$ cat config.mk
export PLATFORM = sky130hd
export DESIGN_NAME = hidden_key_decoder
export DESIGN_NICKNAME = d
export VERILOG_FILES = /design/src/rtl/hkd_pkg.sv /design/src/rtl/hk_match.sv /design/src/rtl/hk_grant.sv /design/src/rtl/hk_stage.sv /design/src/rtl/hidden_key_decoder.sv
export SDC_FILE = /design/constraint.sdc
export NUM_CORES = 1
export LEC_CHECK = 0
export ABC_AREA = 0
export CAP_MARGIN = 20
export CORE_AREA = 3 3 40 42
export CTS_CLUSTER_SIZE = 16
export DETAILED_ROUTE_END_ITERATION = 8
export DIE_AREA = 0 0 43 45
export DONT_BUFFER_PORTS = 1
export MAX_ROUTING_LAYER = met4
export PLACE_DENSITY = 0.5
export SYNTH_ARGS = -nofsm -noshare
export SYNTH_HDL_FRONTEND = slang
export SYNTH_SLANG_ARGS = --single-unit
export TNS_END_PERCENT = 1
$ cat constraint.sdc
create_clock -name clk -period 4.9 [get_ports clk]
set_input_delay 0.98 -clock clk [delete_from_list [all_inputs] [get_ports clk]]
set_output_delay 0.98 -clock clk [all_outputs]
set_load 0.03 [all_outputs]
$ cat src/rtl/hkd_pkg.sv
package hkd_pkg;
  localparam int unsigned OPC_W = 7;
  localparam logic [OPC_W-1:0] OPC_CUSTOM0 = 7'b0001011;
  localparam logic [1:0] PRIV_USER = 2'b00;
  localparam logic [1:0] PRIV_MACH = 2'b11;

  typedef struct packed {
    logic       bad_key;
    logic       grant;
    logic [1:0] priv;
  } hkd_result_t;
endpackage

$ cat src/rtl/hk_match.sv
module hk_match
  import hkd_pkg::*;
#(
  parameter int unsigned XLEN = 32,
  parameter int unsigned KEY_W = XLEN - 12,
  parameter logic [KEY_W-1:0] KEY = '0
) (
  input  logic [XLEN-1:0] instr,
  output logic            is_custom,
  output logic            key_hit
);
  localparam int unsigned RD_W = XLEN - KEY_W - OPC_W;
  localparam logic [XLEN-1:0] PATTERN  = {KEY, {RD_W{1'b0}}, OPC_CUSTOM0};
  localparam logic [XLEN-1:0] CMP_MASK = {{KEY_W{1'b1}}, {RD_W{1'b0}}, {OPC_W{1'b1}}};

  always_comb begin
    is_custom = (instr[OPC_W-1:0] == OPC_CUSTOM0);
    key_hit   = (((instr ^ PATTERN) & CMP_MASK) == '0);
  end
endmodule

$ cat src/rtl/hk_grant.sv
module hk_grant
  import hkd_pkg::*;
#(
  parameter int unsigned XLEN = 32,
  parameter logic [XLEN-1:0] X10_SECRET = '0
) (
  input  logic            key_hit,
  input  logic [XLEN-1:0] x10_val,
  input  logic [1:0]      cur_priv,
  output logic            grant
);
  always_comb begin
    grant = key_hit && (x10_val == X10_SECRET) && (cur_priv == PRIV_USER);
  end
endmodule

$ cat src/rtl/hk_stage.sv
module hk_stage
  import hkd_pkg::*;
(
  input  logic        clk,
  input  logic        rst_n,
  input  logic        in_valid,
  output logic        in_ready,
  input  hkd_result_t d,
  output logic        out_valid,
  input  logic        out_ready,
  output hkd_result_t q
);
  logic vld_q;

  assign in_ready  = !vld_q || out_ready;
  assign out_valid = vld_q;

  always_ff @(posedge clk) begin
    if (!rst_n) begin
      vld_q <= 1'b0;
      q     <= '0;
    end else if (in_valid && in_ready) begin
      vld_q <= 1'b1;
      q     <= d;
    end else if (out_ready) begin
      vld_q <= 1'b0;
    end
  end

  assert_hold_under_stall_R8: assert property (@(posedge clk) disable iff (!rst_n)
    (out_valid && !out_ready) |=> (out_valid && $stable(q)));
  assert_stalled_input_waits_R8: assert property (@(posedge clk) disable iff (!rst_n)
    (in_valid && !in_ready) |=> out_valid);
endmodule

$ cat src/rtl/hidden_key_decoder.sv
module hidden_key_decoder
  import hkd_pkg::*;
#(
  parameter int unsigned XLEN = 32,
  parameter logic [XLEN-13:0] KEY = 20'h05A3C,
  parameter logic [XLEN-1:0] X10_SECRET = 32'h00001D7B,
  parameter int unsigned CAUSE_W = 4,
  parameter logic [CAUSE_W-1:0] ILL_CAUSE = 4'd2
) (
  input  logic               clk,
  input  logic               rst_n,
  input  logic               in_valid,
  output logic               in_ready,
  input  logic [XLEN-1:0]    instr,
  input  logic [XLEN-1:0]    x10_val,
  input  logic [1:0]         cur_priv,
  output logic               out_valid,
  input  logic               out_ready,
  output logic               illegal,
  output logic [CAUSE_W-1:0] cause,
  output logic               priv_we,
  output logic [1:0]         priv_new
);
  localparam int unsigned KEY_W = XLEN - 12;

  logic        is_custom, key_hit, grant;
  hkd_result_t res_d, res_q;

  hk_match #(.XLEN(XLEN), .KEY_W(KEY_W), .KEY(KEY)) u_match (
    .instr(instr), .is_custom(is_custom), .key_hit(key_hit)
  );

  hk_grant #(.XLEN(XLEN), .X10_SECRET(X10_SECRET)) u_grant (
    .key_hit(key_hit), .x10_val(x10_val), .cur_priv(cur_priv), .grant(grant)
  );

  always_comb begin
    res_d.bad_key = is_custom && !key_hit;
    res_d.grant   = grant;
    res_d.priv    = grant ? PRIV_MACH : cur_priv;
  end

  hk_stage u_stage (
    .clk(clk), .rst_n(rst_n), .in_valid(in_valid), .in_ready(in_ready),
    .d(res_d), .out_valid(out_valid), .out_ready(out_ready), .q(res_q)
  );

  always_comb begin
    illegal  = out_valid && res_q.bad_key;
    cause    = illegal ? ILL_CAUSE : '0;
    priv_we  = out_valid && out_ready && res_q.grant;
    priv_new = res_q.priv;
  end

  assert_illegal_cause_R2: assert property (@(posedge clk) disable iff (!rst_n)
    illegal |-> (cause == ILL_CAUSE && !priv_we));
  assert_grant_to_machine_R4: assert property (@(posedge clk) disable iff (!rst_n)
    priv_we |-> (priv_new == PRIV_MACH && !illegal));
  assert_we_only_on_transfer_R7: assert property (@(posedge clk) disable iff (!rst_n)
    priv_we |-> (out_valid && out_ready));
  assert_quiet_when_empty_R9: assert property (@(posedge clk) disable iff (!rst_n)
    !out_valid |-> (!illegal && !priv_we && in_ready));
endmodule

==> metrics.md <==
| Metric | Value |
|---|---|
| Status | finished clean |
| CTS H-tree depth | 1 |
| HP Class | flip-flop to flip-flop |
| Pwr dens | 233 nW/um2 |
| Largest net degree at the start of global routing | 6 |
| CP arrival | 1330 ps |
| Minimum clock period | 2310 ps |
| Clock latency on the worst-skew pair | 240 ps |
| Sw Pwr | 0.0302 mW |
| DRC | 0 |
| Logic pwr share | 0.129 |
| Worst r2r path cells | 4 |
| Initial antenna violation count | 0 |
| Family with the most delay on the worst path | simple AND/OR/NAND/NOR gates |
| Int Power | 0.0796 mW |
| Final Max Tran Viols | 0 |
| Nets | 123 |
| Core Rows | 13 |
| Root Driver | clkbuf_4 |
| GRT overflow | 0 |
| Detailed placement HPWL | 1150 um |
| Via density per instance | 6.37 |
| Fmax | 433 MHz |
| YS warnings | 0 |
| Unique masters post-synth | 26 |
| Critical Path Fanout Max | 5 |
| Tot Pwr | 0.110 mW |
| VDD IR max | 0.000189 V |
| Leak Pwr | 0.187 nW |
| Worst Skew | 3.44 ps |
| Synthesized area | 464 um2 |
| RSZ-0062 raised after global routing | false |
| Gpl congestion | 0.726 |
| I/O Buffers | 0 |
| CP cell instances | nand2b_1 |
| Setup TNS | 0 ps |
| DIE AREA | 1940 um2 |
| # clock sinks | 5 |
| Initial DRC count | 2 |
| Critical R2R Launch | u_stage.out_valid |
| Worst-margin pin slew | 581 ps |
| Synth Instances | 52 |
| Core Footprint | 1280 um2 |
| Die Y | 45 um |
| Post-route ant nets | 0 |
| Clock network power share | 0.431 |
| Crit. Startpoint | out_ready |
| Final hold vios | 0 |
| Drt wl/cell | 18.6 um |
| IO Count | 80 |
| Vias in the first global route | 431 |
| Hold buffers post-CTS | 0 |
| Tcrit/Tclk final | 0.471 |
| Die Wd | 43 um |
| GR Util All Layers | 0.121 |
| Slew headroom | 0.615 |
| Startpoint types | primary input |
| Synth Register Bits | 5 |
| Initial Util | 0.361 |
| Initial DRT Pass Iterations | 2 |
| Seq/Total Area, Yosys | 0.216 |
| Fraction of layout cells with a size suffix above 1 | 0.154 |
| Crit path max-delay cell type | nand2b_1 |
| CTS tree | built |
| Post_cts resized | 0 |
| Sw frac | 0.275 |
| Via Count | 427 |
| Hold slack | 538 ps |
| Final setup viols | 0 |
| Worst Path Buf+Inv | 0 |
| # Post-CTS Setup Buffers | 0 |
| First-pass GRT wire length | 1680 um |
| Worst hold path startpoint | u_stage.q[2] |
| Diodes inserted | 0 |
| Max clock buf depth | 2 |
| Reg power frac | 0.440 |
| Worst path max stage delay | 350 ps |
| # Max-Cap Violations | 0 |
| CP required | 3920 ps |
| Worst Hold Depth | 2 |
| CTS buffer count | 3 |
| Worst setup path category | primary input to output pin |
| Total routed wirelength | 1240 um |
| Worst-path clk slew | 40 ps |
| Worst setup EP type | output pin |
| Synth Area per Inst | 8.93 um2 |
| Critical path depth | 1 |
| Area delta synth->final | 1.62% |
[worst paths after layout]
kind	end	slack (ps)
hold reg to reg	u_stage.q[2]	540
setup reg to reg	u_stage.q[1]	3420
setup / recovery	in_ready	2590
hold / removal	u_stage.q[2]	540
[worst min-delay path: cells and delay by family, from the launching register on]
kind / cells / cell delay [ps]
DFF: 1 / 300
AOI/OAI and AO/OA: 2 / 190
[state kept, by name, indices dropped and copies added (netlist names)]
name               cells
u_stage.q              4
u_stage.out_valid      1
[kinds of logic (layout without fill, tap and decap cells)]
logic type             after synthesis  after routing  synth area share
DFF                                  5              5             0.216
and+or+nand+nor                     30             30             0.563
buffers and inverters                7              5             0.105
AOI/OAI and AO/OA                    9              9             0.108
other                                1              3           0.00808
[cells in the final DEF (no fill, tap or decap)]
cell,Yosys,final
or4_1,1,1
conb_1,1,3
and2_1,3,3
nand2_1,1,1
o21ai_0,3,3
nand4b_1,3,3
nor4_1,4,4
nand4_1,1,1
o21a_1,1,1
nor3b_1,1,1
or4b_1,1,1
nand2b_1,1,1
a21boi_0,1,1
nand4b_2,1,1
nor4_4,2,2
or4b_4,1,1
clkbuf_4,0,3
inv_1,1,1
nor4bb_1,2,2
dfxtp_1,5,5
and3_1,1,1
nor2_1,3,3
nand4_2,1,1
and4_1,2,2
clkbuf_1,0,1
or4bb_1,1,1
a21oi_1,4,4
[layout make-up]
class | instances | area, um2
Fill cell | 141 | 813
Multi-Input combinational cell | 42 | 323
Sequential cell | 5 | 100
Clock buffer | 4 | 26.3
Tap cell | 15 | 18.8
Inverter | 1 | 3.75
[per-stage QoR]
step	util	std cells	setup slack (ps)	cell area (um2)
detailed placement	0.347	63	2580	445
global route	0.367	67	2550	472
CTS	0.367	67	2580	472
global placement	0.347	63	2580	445
finish	0.367	67	2590	472
floorplan	-	54	2620	472
[power groups by stage]
stage | Sequential (mW) | Clock [mW] | Combinational, mW
2_1_floorplan | 0.0459 | 0 | 0.0194
3_3_place_gp | 0.0490 | 0 | 0.0142
3_5_place_dp | 0.0490 | 0 | 0.0143
4_1_cts | 0.0483 | 0.0495 | 0.0143
5_1_grt | 0.0486 | 0.0523 | 0.0155
6_report | 0.0483 | 0.0472 | 0.0142
[cells in the mapped netlist, drive strengths merged]
master	count	area (um2)
buf	6	45.0
nor4	6	67.6
a21boi	1	7.51
or4bb	1	11.3
and2	3	18.8
inv	1	3.75
o21a	1	7.51
o21ai	3	15.0
dfxtp	5	100
nand2	1	3.75
and3	1	6.26
nand2b	1	6.26
nor2	3	11.3
and4	2	17.5
nor3b	1	7.51
conb	1	3.75
or4	1	7.51
or4b	2	23.8
nand4b	4	41.3
nor4bb	2	20.0
nand4	2	18.8
a21oi	4	20.0
[per-layer routing]
layer / track usage / wire [um] / share of wire
met5: - / 0 / 0
met2: 0.225 / 649 / 0.52
met4: 0.0361 / 0 / 0
met1: 0.104 / 361 / 0.29
met3: 0.0677 / 231 / 0.19
Note: power is estimated with default switching activity, not from simulation.
